File: src/rtl/hazard_pkg.sv
`timescale 1ns/1ps
package hazard_pkg;
  localparam int unsigned SEL_W = 2;

  typedef enum logic [SEL_W-1:0] {
    SEL_RF  = 2'd0,
    SEL_MEM = 2'd1,
    SEL_WB  = 2'd2
  } opnd_sel_e;
endpackage

File: src/rtl/hazard_stall_unit.sv
`timescale 1ns/1ps
module hazard_stall_unit #(
  parameter int unsigned REG_AW = 5,
  parameter int unsigned N_SRC  = 2
) (
  input  logic                         clk_i,
  input  logic                         rst_ni,
  input  logic                         fwd_en_i,
  input  logic [N_SRC-1:0][REG_AW-1:0] src_i,
  input  logic [N_SRC-1:0]             use_i,
  input  logic [N_SRC-1:0]             late_i,
  input  logic [REG_AW-1:0]            ex_rd_i,
  input  logic                         ex_wen_i,
  input  logic                         ex_load_i,
  input  logic [REG_AW-1:0]            mem_rd_i,
  input  logic                         mem_wen_i,
  output logic                         stall_o
);
  logic [N_SRC-1:0] src_hit;

  for (genvar k = 0; k < N_SRC; k++) begin : g_src
    logic live, ex_hit, mem_hit;
    assign live    = use_i[k] && (src_i[k] != '0);
    assign ex_hit  = ex_wen_i && (ex_rd_i == src_i[k]);
    assign mem_hit = mem_wen_i && (mem_rd_i == src_i[k]);
    // late operands (store data) are consumed in memory stage: no load-use wait
    assign src_hit[k] = live && (fwd_en_i ? (ex_hit && ex_load_i && !late_i[k])
                                          : (ex_hit || mem_hit));
  end

  assign stall_o = |src_hit;

  AST_STALL_HAS_PRODUCER: assert property (@(posedge clk_i) disable iff (!rst_ni)
    stall_o |-> (ex_wen_i || mem_wen_i));
  AST_FWD_ONLY_LOADS_STALL: assert property (@(posedge clk_i) disable iff (!rst_ni)
    (fwd_en_i && stall_o) |-> (ex_load_i && ex_wen_i));
endmodule

File: src/rtl/hazard_fwd_sel.sv
`timescale 1ns/1ps
module hazard_fwd_sel
  import hazard_pkg::*;
#(
  parameter int unsigned REG_AW = 5
) (
  input  logic              clk_i,
  input  logic              rst_ni,
  input  logic              fwd_en_i,
  input  logic [REG_AW-1:0] src_i,
  input  logic [REG_AW-1:0] mem_rd_i,
  input  logic              mem_wen_i,
  input  logic              mem_load_i,
  input  logic [REG_AW-1:0] wb_rd_i,
  input  logic              wb_wen_i,
  output logic [SEL_W-1:0]  sel_o
);
  opnd_sel_e sel;

  always_comb begin
    sel = SEL_RF;
    if (fwd_en_i && (src_i != '0)) begin
      // youngest producer first; a load result is not ready in memory stage
      if (mem_wen_i && !mem_load_i && (mem_rd_i == src_i)) sel = SEL_MEM;
      else if (wb_wen_i && (wb_rd_i == src_i))              sel = SEL_WB;
    end
  end

  assign sel_o = sel;

  AST_NOFWD_SEL_IDLE: assert property (@(posedge clk_i) disable iff (!rst_ni)
    !fwd_en_i |-> (sel_o == SEL_RF));
  AST_NO_MEM_LOAD_SEL: assert property (@(posedge clk_i) disable iff (!rst_ni)
    mem_load_i |-> (sel_o != SEL_MEM));
  AST_ZERO_REG_SEL: assert property (@(posedge clk_i) disable iff (!rst_ni)
    (src_i == '0) |-> (sel_o == SEL_RF));
  AST_SEL_NEEDS_WRITER: assert property (@(posedge clk_i) disable iff (!rst_ni)
    (sel_o != SEL_RF) |-> (mem_wen_i || wb_wen_i));
endmodule

File: src/rtl/hazard_ctrl.sv
`timescale 1ns/1ps
module hazard_ctrl
  import hazard_pkg::*;
#(
  parameter int unsigned REG_AW = 5
) (
  input  logic              clk_i,
  input  logic              rst_ni,
  input  logic              fwd_en_i,
  input  logic [REG_AW-1:0] id_rs1_i,
  input  logic [REG_AW-1:0] id_rs2_i,
  input  logic              id_use_rs1_i,
  input  logic              id_use_rs2_i,
  input  logic              id_store_i,
  input  logic [REG_AW-1:0] ex_rd_i,
  input  logic              ex_wen_i,
  input  logic              ex_load_i,
  input  logic [REG_AW-1:0] ex_rs1_i,
  input  logic [REG_AW-1:0] ex_rs2_i,
  input  logic [REG_AW-1:0] mem_rd_i,
  input  logic              mem_wen_i,
  input  logic              mem_load_i,
  input  logic              mem_store_i,
  input  logic [REG_AW-1:0] mem_rs2_i,
  input  logic [REG_AW-1:0] wb_rd_i,
  input  logic              wb_wen_i,
  output logic              stall_o,
  output logic              ex_bubble_o,
  output logic [SEL_W-1:0]  fwd_a_o,
  output logic [SEL_W-1:0]  fwd_b_o,
  output logic              mem_sd_fwd_o
);
  localparam int unsigned N_SRC = 2;

  logic [N_SRC-1:0][REG_AW-1:0] id_src, ex_src;
  logic [N_SRC-1:0]             id_use, id_late;
  logic [N_SRC-1:0][SEL_W-1:0]  ex_sel;

  assign id_src  = {id_rs2_i, id_rs1_i};
  assign id_use  = {id_use_rs2_i, id_use_rs1_i};
  assign id_late = {id_store_i, 1'b0};
  assign ex_src  = {ex_rs2_i, ex_rs1_i};

  hazard_stall_unit #(.REG_AW(REG_AW), .N_SRC(N_SRC)) u_stall (
    .clk_i     (clk_i),
    .rst_ni    (rst_ni),
    .fwd_en_i  (fwd_en_i),
    .src_i     (id_src),
    .use_i     (id_use),
    .late_i    (id_late),
    .ex_rd_i   (ex_rd_i),
    .ex_wen_i  (ex_wen_i),
    .ex_load_i (ex_load_i),
    .mem_rd_i  (mem_rd_i),
    .mem_wen_i (mem_wen_i),
    .stall_o   (stall_o)
  );

  for (genvar k = 0; k < N_SRC; k++) begin : g_opnd
    hazard_fwd_sel #(.REG_AW(REG_AW)) u_sel (
      .clk_i      (clk_i),
      .rst_ni     (rst_ni),
      .fwd_en_i   (fwd_en_i),
      .src_i      (ex_src[k]),
      .mem_rd_i   (mem_rd_i),
      .mem_wen_i  (mem_wen_i),
      .mem_load_i (mem_load_i),
      .wb_rd_i    (wb_rd_i),
      .wb_wen_i   (wb_wen_i),
      .sel_o      (ex_sel[k])
    );
  end

  assign fwd_a_o     = ex_sel[0];
  assign fwd_b_o     = ex_sel[1];
  assign ex_bubble_o = stall_o;

  // store data late bypass: writeback holds the instruction directly ahead
  assign mem_sd_fwd_o = fwd_en_i && mem_store_i && wb_wen_i &&
                        (wb_rd_i != '0) && (wb_rd_i == mem_rs2_i);

  AST_BUBBLE_FOLLOWS: assert property (@(posedge clk_i) disable iff (!rst_ni)
    stall_o |=> (!ex_wen_i && !ex_load_i));
  AST_LOAD_USE_ONE: assert property (@(posedge clk_i) disable iff (!rst_ni)
    (fwd_en_i && stall_o) |=> !stall_o);
  AST_NOFWD_TWO_MAX: assert property (@(posedge clk_i) disable iff (!rst_ni)
    (!fwd_en_i && stall_o && $past(stall_o)) |=> !stall_o);
  AST_STORE_DATA_NO_STALL: assert property (@(posedge clk_i) disable iff (!rst_ni)
    (fwd_en_i && id_store_i && id_use_rs2_i && ex_load_i && ex_wen_i &&
     (ex_rd_i == id_rs2_i) && !(id_use_rs1_i && (id_rs1_i == ex_rd_i)) &&
     !(ex_wen_i && !ex_load_i)) |-> !stall_o);
  AST_SD_NOFWD_IDLE: assert property (@(posedge clk_i) disable iff (!rst_ni)
    $fell(fwd_en_i) |-> !mem_sd_fwd_o);
endmodule

File: config.mk
export PLATFORM = sky130hd
export DESIGN_NAME = hazard_ctrl
export DESIGN_NICKNAME = d
export VERILOG_FILES = /design/src/rtl/hazard_pkg.sv /design/src/rtl/hazard_stall_unit.sv /design/src/rtl/hazard_fwd_sel.sv /design/src/rtl/hazard_ctrl.sv
export SDC_FILE = /design/constraint.sdc
export NUM_CORES = 1
export LEC_CHECK = 0
export ABC_AREA = 1
export BUFFER_PORTS_ARGS = -buffer_cell sky130_fd_sc_hd__buf_4
export CELL_PAD_IN_SITES_DETAIL_PLACEMENT = 1
export CELL_PAD_IN_SITES_GLOBAL_PLACEMENT = 1
export CORE_UTILIZATION = 26
export DETAILED_ROUTE_END_ITERATION = 8
export PLACE_DENSITY_LB_ADDON = 0.1
export SLEW_MARGIN = 25
export SYNTH_ARGS = -nofsm -noshare
export SYNTH_HDL_FRONTEND = slang
export SYNTH_SLANG_ARGS = --single-unit
File: constraint.sdc
create_clock -name vclk -period 0.9
set_input_delay 0.135 -clock vclk [all_inputs]
set_output_delay 0.135 -clock vclk [all_outputs]
set_load 0.05 [all_outputs]
# After elaboration in Yosys (flattened, before gate mapping)
# Cells that the tools add are included.
[op_classes]
n_addsub = 0
mul = 0
n_div = 0
magnitude_cmp = 0
eq_ne = 9
shifts = 0
mux = 8
n_bitwise = 0
reduce_logical = 32
[op_table]
columns = ["cell", "count"]
rows = [
  ["$eq 5x5->1", 9],
  ["$reduce_bool 5->1", 5],
  ["$logic_and 1x1->1", 22],
  ["$mux 2", 6],
  ["$logic_not 1->1", 2],
  ["$logic_or 1x1->1", 2],
  ["$mux 1", 2],
  ["$reduce_or 2->1", 1],
]
[totals]
ff_bits = 0
latch_bits = 0
ram_bits = 0
romBits = 0
input_bits = 52
word_cells = 49
memories = 0

# Depth between registers and ports, before layout
# Gate-level depths: netlist (run 1).
[depth]
depth_word = 7
mapped_depth = 9

# Cells and area by module
# A second synthesis (run 1) with hierarchy kept.
[unflattened]
hier_cells = 278
hier_area_um2 = 1106.1
[by_module_without_submodules]
columns = ["mod", "instances", "cells_each", "area_per_inst_um2", "seq_area_each_um2"]
rows = [
  ["hazard_fwd_sel", 2, 65, 262.8, 0.0],
  ["hazard_stall_unit", 1, 113, 440.4, 0.0],
  ["hazard_ctrl", 1, 35, 140.1, 0.0],
]

# Worst setup path after synthesis (run 1)
# No wires, ideal clock.
[synth_timing]
kind = "input-to-output"
from = "in mem_wen_i"
to = "out stall_o"
t_arrival_ps = 1175
required_ps = 765
path_slack_ps = -410
path_stages = 9
n_path_buf = 1
path_cell_list = "inv_1 nor2_2 nand2_1 nor2_2 nand3_1 nand2_1 nand2_1 nand2_1 buf_4"
[synth_via]
elab_chain_len = 5
word_cells_on_any_way = 9
classes_between = "2 x mux; 7 x reduce/logical"
[synth_rtl]
columns = ["element", "line", "source"]
rows = [
  ["start, declared", "hazard_ctrl.sv:21", "input logic mem_wen_i,"],
  ["$logic_and 1x1->1", "hazard_stall_unit.sv:25", "assign mem_hit = mem_wen_i && (mem_rd_i == src_i[k]);"],
  ["$logic_or 1x1->1", "hazard_stall_unit.sv:28", ": (ex_hit || mem_hit));"],
  ["$mux 1", "hazard_stall_unit.sv:27", "assign src_hit[k] = live && (fwd_en_i ? (ex_hit && ex_load_i && !late_i[k])"],
  ["$logic_and 1x1->1", "hazard_stall_unit.sv:27", ""],
  ["$reduce_or 2->1 *", "hazard_stall_unit.sv:31", "assign stall_o = |src_hit;"],
  ["end, declared", "hazard_ctrl.sv:27", "output logic stall_o,"],
]
# Mark *: on every way between the ends. The rest lies on a longest branch, timed or not.

# Final worst setup path (run 1)
[layout_timing]
from = "in wb_rd_i[1]"
to = "out fwd_b_o[1]"
[layout_via]
elab_chain_len = 5
[layout_rtl]
columns = ["element", "line", "source"]
rows = [
  ["start, declared", "hazard_ctrl.sv:25", "input logic [REG_AW-1:0] wb_rd_i,"],
  ["$eq 5x5->1", "hazard_fwd_sel.sv:25", "else if (wb_wen_i && (wb_rd_i == src_i)) sel = SEL_WB;"],
  ["$logic_and 1x1->1", "hazard_fwd_sel.sv:25", ""],
  ["$mux 2", "hazard_fwd_sel.sv:25", ""],
  ["$mux 2", "hazard_fwd_sel.sv:24", "if (mem_wen_i && !mem_load_i && (mem_rd_i == src_i)) sel = SEL_MEM;"],
  ["$mux 2", "hazard_fwd_sel.sv:22", "if (fwd_en_i && (src_i != '0)) begin"],
  ["end, declared", "hazard_ctrl.sv:30", "output logic [SEL_W-1:0] fwd_b_o,"],
]
# No other way between the ends.

==> results of run 1 <==
## synth_stat cells
| master | count | area, um2 |
|---|---|---|
| a31oi_1 | 1 | 6.26 |
| nor2_2 | 4 | 25.0 |
| o21ai_1 | 2 | 10.0 |
| inv_1 | 27 | 101 |
| nor3_2 | 1 | 10.0 |
| or2_1 | 2 | 12.5 |
| o21ai_0 | 2 | 10.0 |
| nand3_1 | 11 | 55.1 |
| a21oi_1 | 1 | 5.00 |
| xor2_1 | 7 | 61.3 |
| nor2_1 | 35 | 131 |
| inv_2 | 7 | 26.3 |
| buf_4 | 1 | 7.51 |
| o22ai_1 | 2 | 12.5 |
| nand4_1 | 6 | 37.5 |
| nand2_1 | 92 | 345 |
| nor3_1 | 5 | 25.0 |
| nand3_2 | 1 | 10.0 |
## what timing repair did
item / in CTS / in global routing
resized for setup: 90 / 65
pin swaps: 49 / 42
buffers inserted: 1 / 1
endpoints found under the hold margin: 0 / 0
setup endpoints to repair: 7 / 7
## worst paths after layout
kind / slack (ps) / start / end / depth (start not counted)
max: -280 / wb_rd_i[1] / fwd_b_o[1] / 8
min: 690 / wb_rd_i[4] / mem_sd_fwd_o / 4
## layout make-up
cell class | instances | area share
multi-input combinational | 172 | 0.528
inverter | 34 | 0.105
timing repair buffer | 63 | 0.340
tap | 44 | 0.0275
## per-stage QoR
stage | setup WS [ps] | setup TNS [ps] | power [mW] | util
finish | -281 | -1640 | 0.955 | 0.635
global placement | -294 | -1770 | 0.633 | 0.475
floorplan | -140 | -352 | 0.305 | -
CTS | -230 | -1400 | 0.772 | 0.563
detailed placement | -321 | -1870 | 0.643 | 0.475
global route | -331 | -1950 | 1.02 | 0.635
## where the power goes
part           total (mW)  switching (mW)  internal [mW]
clock network           0               0              0
logic               0.955           0.529          0.426
registers               0               0              0
## layer usage
layer / global-route usage / vias up
met5: 0 / -
met4: 0.0130 / 0
met3: 0.00640 / 20
met2: 0.454 / 69
met1: 0.355 / 771
li1: - / 765
## layout by cell type (no fill, tap or decap), types with 3 or more instances in the layout
master,netlist,layout
buf_12,0,3
buf_4,1,26
buf_6,0,23
buf_8,0,11
inv_1,27,5
inv_2,7,14
inv_4,0,7
inv_8,0,4
nand2_1,92,60
nand2_2,0,28
nand2_4,0,4
nand3_1,11,7
nand3_2,1,4
nand4_1,6,6
nor2_1,35,18
nor2_2,4,11
nor2_4,0,10
nor3_4,0,3
xor2_1,7,4
xor2_2,0,3
## worst min-delay path, cell delays in order
cell and delay, ps:
buf_6 100, a21oi_2 50, nor2_4 110, buf_6 160
## cells by family (layout without fill, tap and decap cells)
family / count (synthesis) / after routing / share of synthesized area
AOI/OAI and AO/OA: 8 / 8 / 0.0491
xor gates and xnor gates: 7 / 7 / 0.0687
buffers and inverters: 35 / 97 / 0.151
and+or+nand+nor: 157 / 157 / 0.731
==> metrics.txt, run 1 <==
routed len/inst 18.6 um; Rows 20; Slowest-stage cell, CP buf_8; failing checks negative setup slack; Post-Synthesis Cells ~210; RSZ-0062 raised after global routing yes; Total Die Area 3670 um2; post-route setup slack -281 ps; Routed Antenna Nets 0; Max IR drop VDD 0.000248 V; Cell Area, Placed 1500 um2; crit path kind in -> out; FILL cells 426; first-pass GRT wire length 7090 um; Final #Nets 323; DRT Wirelength 5830 um; routed vias 1,625; WP buf/inv 3; Core Footprint 3150 um2; DRC Markers 0; number of global-route vias before repair between 1,500 and 2,000; Top Layer Used met4; Tcrit/Tclk final 1.31; Syn Area/Cell 4.31 um2; PortBufs 57; hpwl dp 3250 um; hold buffers post-CTS 0; initial antenna violation count 0; Slew headroom 0.822; final hold viol count 0; Clock Buffer Count 0; Worst setup SP type primary input; post-placement cell count 311; register area share after synthesis 0; Leak 0.991 nW; Final Max Slew Viols 0; yosys warns 0; CP required roughly 760 ps; Worst setup EP type output pin; GRT Resource Usage Total 0.253; Netlist cell types 18; layout cells sized above 1 0.602; die width 60.6 um; Seq Cell Count 0; multi-input logic area 1060 um2; Design Area, Final approximately 2000 um2; crit path DAT 1050 ps; I/O pin count 59; Initial Utilization 0.283; routability cong. 0.807; HP Class in -> out; Critical Path, Cell by Cell buf_6, inv_6, or2_1, nand3_1, nor2_1, nand3_2, nor2_4, buf_8; met2 routed WL 3040 um; WHS 693 ps; Layout area overhead 124%; Met3 Wirelength 326 um; total area of sequential cells 0 um2; max incr delay on CP 150 ps; number of max-cap violations 0; cell family with most CP delay simple AND/OR/NAND/NOR gates; status complete, but fails checks; CP max FO 5; vias per inst 5.19; drt first pass iters 4; Final setup violation count 7; Syn Std Cell Area between 800 and 900 um2; grt ovf 0; # diodes 0; fin crit period 1180 ps; final cell count without fillers approximately 310; die height approximately 61 um; FMAX 847 MHz; Worst-Margin Slew 266 ps; initial drt markers between 60 and 70; largest net degree at the start of global routing 7; Metal-1 WL 2280 um; pwr dens ~480 nW/um2; syn nets 259
Power figures use the tool's default switching activity.
==> run 2: changes to the inputs <==
--- a/config.mk
+++ b/config.mk
@@ -9,6 +9,7 @@
 export BUFFER_PORTS_ARGS = -buffer_cell sky130_fd_sc_hd__buf_4
 export CELL_PAD_IN_SITES_DETAIL_PLACEMENT = 1
 export CELL_PAD_IN_SITES_GLOBAL_PLACEMENT = 1
+export CORE_ASPECT_RATIO = 1.2
 export CORE_UTILIZATION = 26
 export DETAILED_ROUTE_END_ITERATION = 8
 export PLACE_DENSITY_LB_ADDON = 0.1
==> metrics.txt, run 2 (same netlist as run 1, synthesis figures left out) <==
register share of total power 0 (unchanged); post-placement cell count 302 (-2.9%); hpwl dp 3150 um (-2.9%); PortBufs 57 (unchanged); status complete, but fails checks; Clock Power Share 0 (unchanged); routability cong. 0.818 (+1.3%); Seq Cell Count 0 (unchanged); drt first pass iters 4 (unchanged); number of global-route vias before repair 1,515 (-2.6%); Layout area overhead 109%; GRT Resource Usage Total 0.217 (-0.0365); DRC Markers 0 (unchanged); post-route setup slack -197 ps (+83.5 ps); setup_tns -1230 ps (+407 ps); # diodes 0 (unchanged); HP Class in -> out; vias per inst 4.90 (-5.6%); routed len/inst 13.1 um (-29%); Psw 0.425 mW (-20%); Final Max Slew Viols 0 (unchanged); crit path DAT 960 ps (-90 ps); die width 55.5 um (-8.4%); WHS 695 ps (+1.51 ps); layout cells sized above 1 0.528 (-0.0743); RSZ-0062 raised after global routing yes; initial antenna violation count 0 (unchanged); CP required 760 ps (about the same); routed vias 1,495 (-8.0%); Worst setup EP type output pin; Final #Nets 323 (unchanged); total area of sequential cells 0 um2 (unchanged); Core Footprint 3170 um2 (+0.40%); pwr dens 442 nW/um2 (-7.5%); Total Die Area 3670 um2 (about the same); Tcrit/Tclk final 1.22 (-0.0928); Rows 22 (+10%); Clock Buffer Count 0 (unchanged); hold path endpoint mem_sd_fwd_o; FMAX 911 MHz (+7.6%); sw frac 0.516 (-0.0380); crit path kind in -> out; CP max FO 4 (-1); Initial Utilization 0.282 (-0.00112); number of max-cap violations 0 (unchanged); grt ovf 0 (unchanged); final hold viol count 0 (unchanged); Max IR drop VDD 0.000258 V (+4.0%); first-pass GRT wire length 6530 um (-8.0%); Slew headroom 0.837 (+0.0147); final cell count without fillers 305 (-2.6%); I/O pin count 59 (unchanged); combinational fraction of design power 1.000 (about the same); commonest non-fill, non-tap cell in the layout nand2_1; Routed Antenna Nets 0 (unchanged); Worst Setup SP ex_rs2_i[2]; fin crit period 1100 ps (-83.5 ps); initial drt markers 16 (-77%); HP Start wb_rd_i[4]; pre-CTS WS -319 ps (+2.18 ps); most frequent cells in the layout nand2_1, buf_4, nand2_2; die height 66.2 um (+9.2%); internal power 0.399 mW (-6.4%); Final setup violation count 7 (unchanged); Worst setup SP type primary input; worst hold stages 4 (unchanged); Leak 0.962 nW (-2.9%); largest net degree at the start of global routing 7 (unchanged); failing checks negative setup slack; DRT Wirelength 4010 um (-31%); Worst-Margin Slew 244 ps (-21.9 ps)
## run 2: cell counts in the layout (fill, tap and decap cells not counted)
Identical to the previous run, type by type.
## run 2: worst max path at each step
stage,end,slack [ps]
floorplan,stall_o,-140
global placement,fwd_a_o[1],-300
detailed placement,fwd_a_o[1],-320
CTS,ex_bubble_o,-230
global route,ex_bubble_o,-270
finish,fwd_b_o[1],-200
## run 2: metrics by stage
stage / utilization / total power [mW] / instance area [um2]
finish: 0.590 / 0.824 / 1870
global route: 0.590 / 0.898 / 1870
CTS: 0.538 / 0.735 / 1700
detailed placement: 0.468 / 0.638 / 1480
global placement: 0.468 / 0.630 / 1480
floorplan: - / 0.305 / 997
## run 2: what timing repair did
item	in CTS	in global routing
buffers inserted	3	0
resized for setup	62	60
hold endpoints to repair	0	0
endpoints found under the setup margin	7	7
pin swaps	31	40
hold buffers	0	0
## run 2: final cells by class
cell class	instances	area, um2
inverter	34	208
fill	437	1300
tap	36	45.0
multi-input combinational	172	947
timing repair buffer	63	667
## run 2: power groups by stage
stage          registers, mW  logic [mW]  clock network, mW
3_5_place_dp               0       0.638                  0
4_1_cts                    0       0.735                  0
2_1_floorplan              0       0.305                  0
3_3_place_gp               0       0.630                  0
6_report                   0       0.824                  0
5_1_grt                    0       0.898                  0
## run 2: layer usage
layer	vias to the layer above	global-route usage	part of all wire	routed length [um]
li1	766	-	-	-
met3	8	0.00783	0.024	96
met4	0	0.0438	0.021	85
met2	41	0.456	0.58	2320
met5	-	0	0	0
met1	680	0.236	0.37	1500
## run 2: critical path: stages
cell and delay [ps]:
buf_4 130, xor2_1 160, nor3_2 190, nand2_2 90, nor2_4 110, buf_6 160
==> run 3: changes to the inputs <==
--- a/config.mk
+++ b/config.mk
@@ -10,7 +10,7 @@
 export CELL_PAD_IN_SITES_DETAIL_PLACEMENT = 1
 export CELL_PAD_IN_SITES_GLOBAL_PLACEMENT = 1
 export CORE_ASPECT_RATIO = 1.2
-export CORE_UTILIZATION = 26
+export CORE_UTILIZATION = 23
 export DETAILED_ROUTE_END_ITERATION = 8
 export PLACE_DENSITY_LB_ADDON = 0.1
 export SLEW_MARGIN = 25
==> constraint.sdc (replaced) <==
create_clock -name vclk -period 1
set_input_delay 0.15 -clock vclk [all_inputs]
set_output_delay 0.15 -clock vclk [all_outputs]
set_load 0.05 [all_outputs]
==> metrics.txt, run 3 (same netlist as run 1, synthesis figures left out) <==
status complete, but fails checks; failing checks negative setup slack; first-pass GRT wire length 6390 um (-2.1%); WHS 702 ps (+7.78 ps); PortBufs 57 (unchanged); Final Max Slew Viols 0 (unchanged); routed len/inst 12.3 um (-6.2%); largest net degree at the start of global routing 7 (unchanged); FMAX 872 MHz; Tcrit/Tclk final 1.15; Worst Setup SP id_rs2_i[0]; final hold viol count 0 (unchanged); HP Class in -> out; fin crit period 1150 ps; hpwl dp 3190 um (+1.1%); routed vias 1,464 (-2.1%); Slew headroom 0.836 (about the same); number of max-cap violations 0 (unchanged); GRT Resource Usage Total 0.193 (-0.0239); die height 70.2 um (+6.1%); CP required 850 ps (+90 ps); grt ovf 0 (unchanged); # diodes 0 (unchanged); Worst setup EP type output pin; CP max FO 5 (+1); Design Area, Final 1870 um2 (+0.27%); I/O pin count 59 (unchanged); total area of sequential cells 0 um2 (unchanged); WP buf/inv 2 (unchanged); CP Depth 9 (+3); Critical Path, Cell by Cell buf_4, nand2_2, nand2_2, nor2_1, nand3_2, nand2_2, nand2_2, nand2_4, buf_8; Final #Nets 322 (-0.31%); Rows 24 (+9.1%); post-route setup slack -146 ps (+51.3 ps); Clock Buffer Count 0 (unchanged); Worst setup SP type primary input; Initial Utilization 0.244 (-0.0383); crit path DAT 1000 ps (+40 ps); setup_tns -800 ps (+433 ps); Max IR drop VDD 0.000158 V (-39%); hold buffers post-CTS 0 (unchanged); layout cells sized above 1 0.530 (+0.00197); DRT Wirelength 3940 um (-1.6%); Total Die Area 4130 um2 (+13%); Pwr Total 0.731 mW (-11%); number of global-route vias before repair 1,548 (+2.2%); initial antenna violation count 0 (unchanged); Final setup violation count 7 (unchanged); most frequent cells in the layout nand2_1, buf_4, nand2_2; Slowest-stage cell, CP buf_4; max incr delay on CP 140 ps (-50 ps); critical path endpoint stall_o; pwr dens 390 nW/um2 (-12%); Core Footprint 3660 um2 (+16%); FILL cells 513 (+17%); Leak 0.951 nW (-1.2%); DRC Markers 0 (unchanged); Most common cell on crit path nand2_2; RSZ-0062 raised after global routing yes; die width 58.9 um (+6.1%); Cell Area, Placed 1440 um2 (-2.7%); vias per inst 4.58 (-6.7%); routability cong. 0.822 (+0.53%); multi-input logic area 986 um2 (+4.1%); drt first pass iters 4 (unchanged); Routed Antenna Nets 0 (unchanged); Seq Cell Count 0 (unchanged); Layout area overhead 110%; cell family with most CP delay simple AND/OR/NAND/NOR gates; initial drt markers 21 (+5); commonest non-fill, non-tap cell in the layout nand2_1; crit path kind in -> out; Worst-Margin Slew 245 ps (+0.974 ps)
==> run 3: cell count changes in the layout (fill, tap and decap cells not counted), moves of 2 or more <==
cell     previous run  this run
inv_8               3         0
nand2_2            24        26
nand3_4             0         2
nand3_2             6         4
inv_1               8        11
inv_12              2         0
nand2_1            67        64
nor2_2              9         7
==> run 3: what timing repair did <==
item,CTS,global route
pin swaps,42,39
buffers inserted,2,0
endpoints found under the setup margin,7,7
gates resized for setup,85,52
==> run 3: final cells by class <==
type	count	share of cell area
multi-input combinational	172	0.527
tap	52	0.0348
timing repair buffer	62	0.350
inverter	34	0.0882
==> run 3: how the worst min path moves through the flow <==
stage / from / endpoint / slack (ps) / depth (start not counted)
global route: wb_rd_i[4] / mem_sd_fwd_o / 720 / 4
finish: wb_rd_i[4] / mem_sd_fwd_o / 700 / 4
floorplan: fwd_en_i / fwd_b_o[0] / 470 / 2
global placement: wb_rd_i[4] / mem_sd_fwd_o / 780 / 4
CTS: wb_rd_i[4] / mem_sd_fwd_o / 730 / 4
detailed placement: wb_rd_i[4] / mem_sd_fwd_o / 770 / 4
==> run 3: stage by stage <==
| stage | std cells | worst slack [ps] | util |
|---|---|---|---|
| finish | 320 | -146 | 0.511 |
| global route | 320 | -223 | 0.511 |
| CTS | 320 | -149 | 0.465 |
| detailed placement | 318 | -297 | 0.393 |
| global placement | 318 | -284 | 0.393 |
| floorplan | 207 | -108 | - |
==> run 3: report_power, final <==
group | internal (mW) | switching (mW)
sequential | 0 | 0
clock | 0 | 0
combinational | 0.352 | 0.379
==> run 3: metal layers <==
metal / vias up / share of wire / track usage
met1: 649 / 0.37 / 0.215
met4: 0 / 0.025 / 0.0529
met5: - / 0 / 0
met2: 47 / 0.56 / 0.375
met3: 8 / 0.041 / 0.0111
li1: 760 / - / -
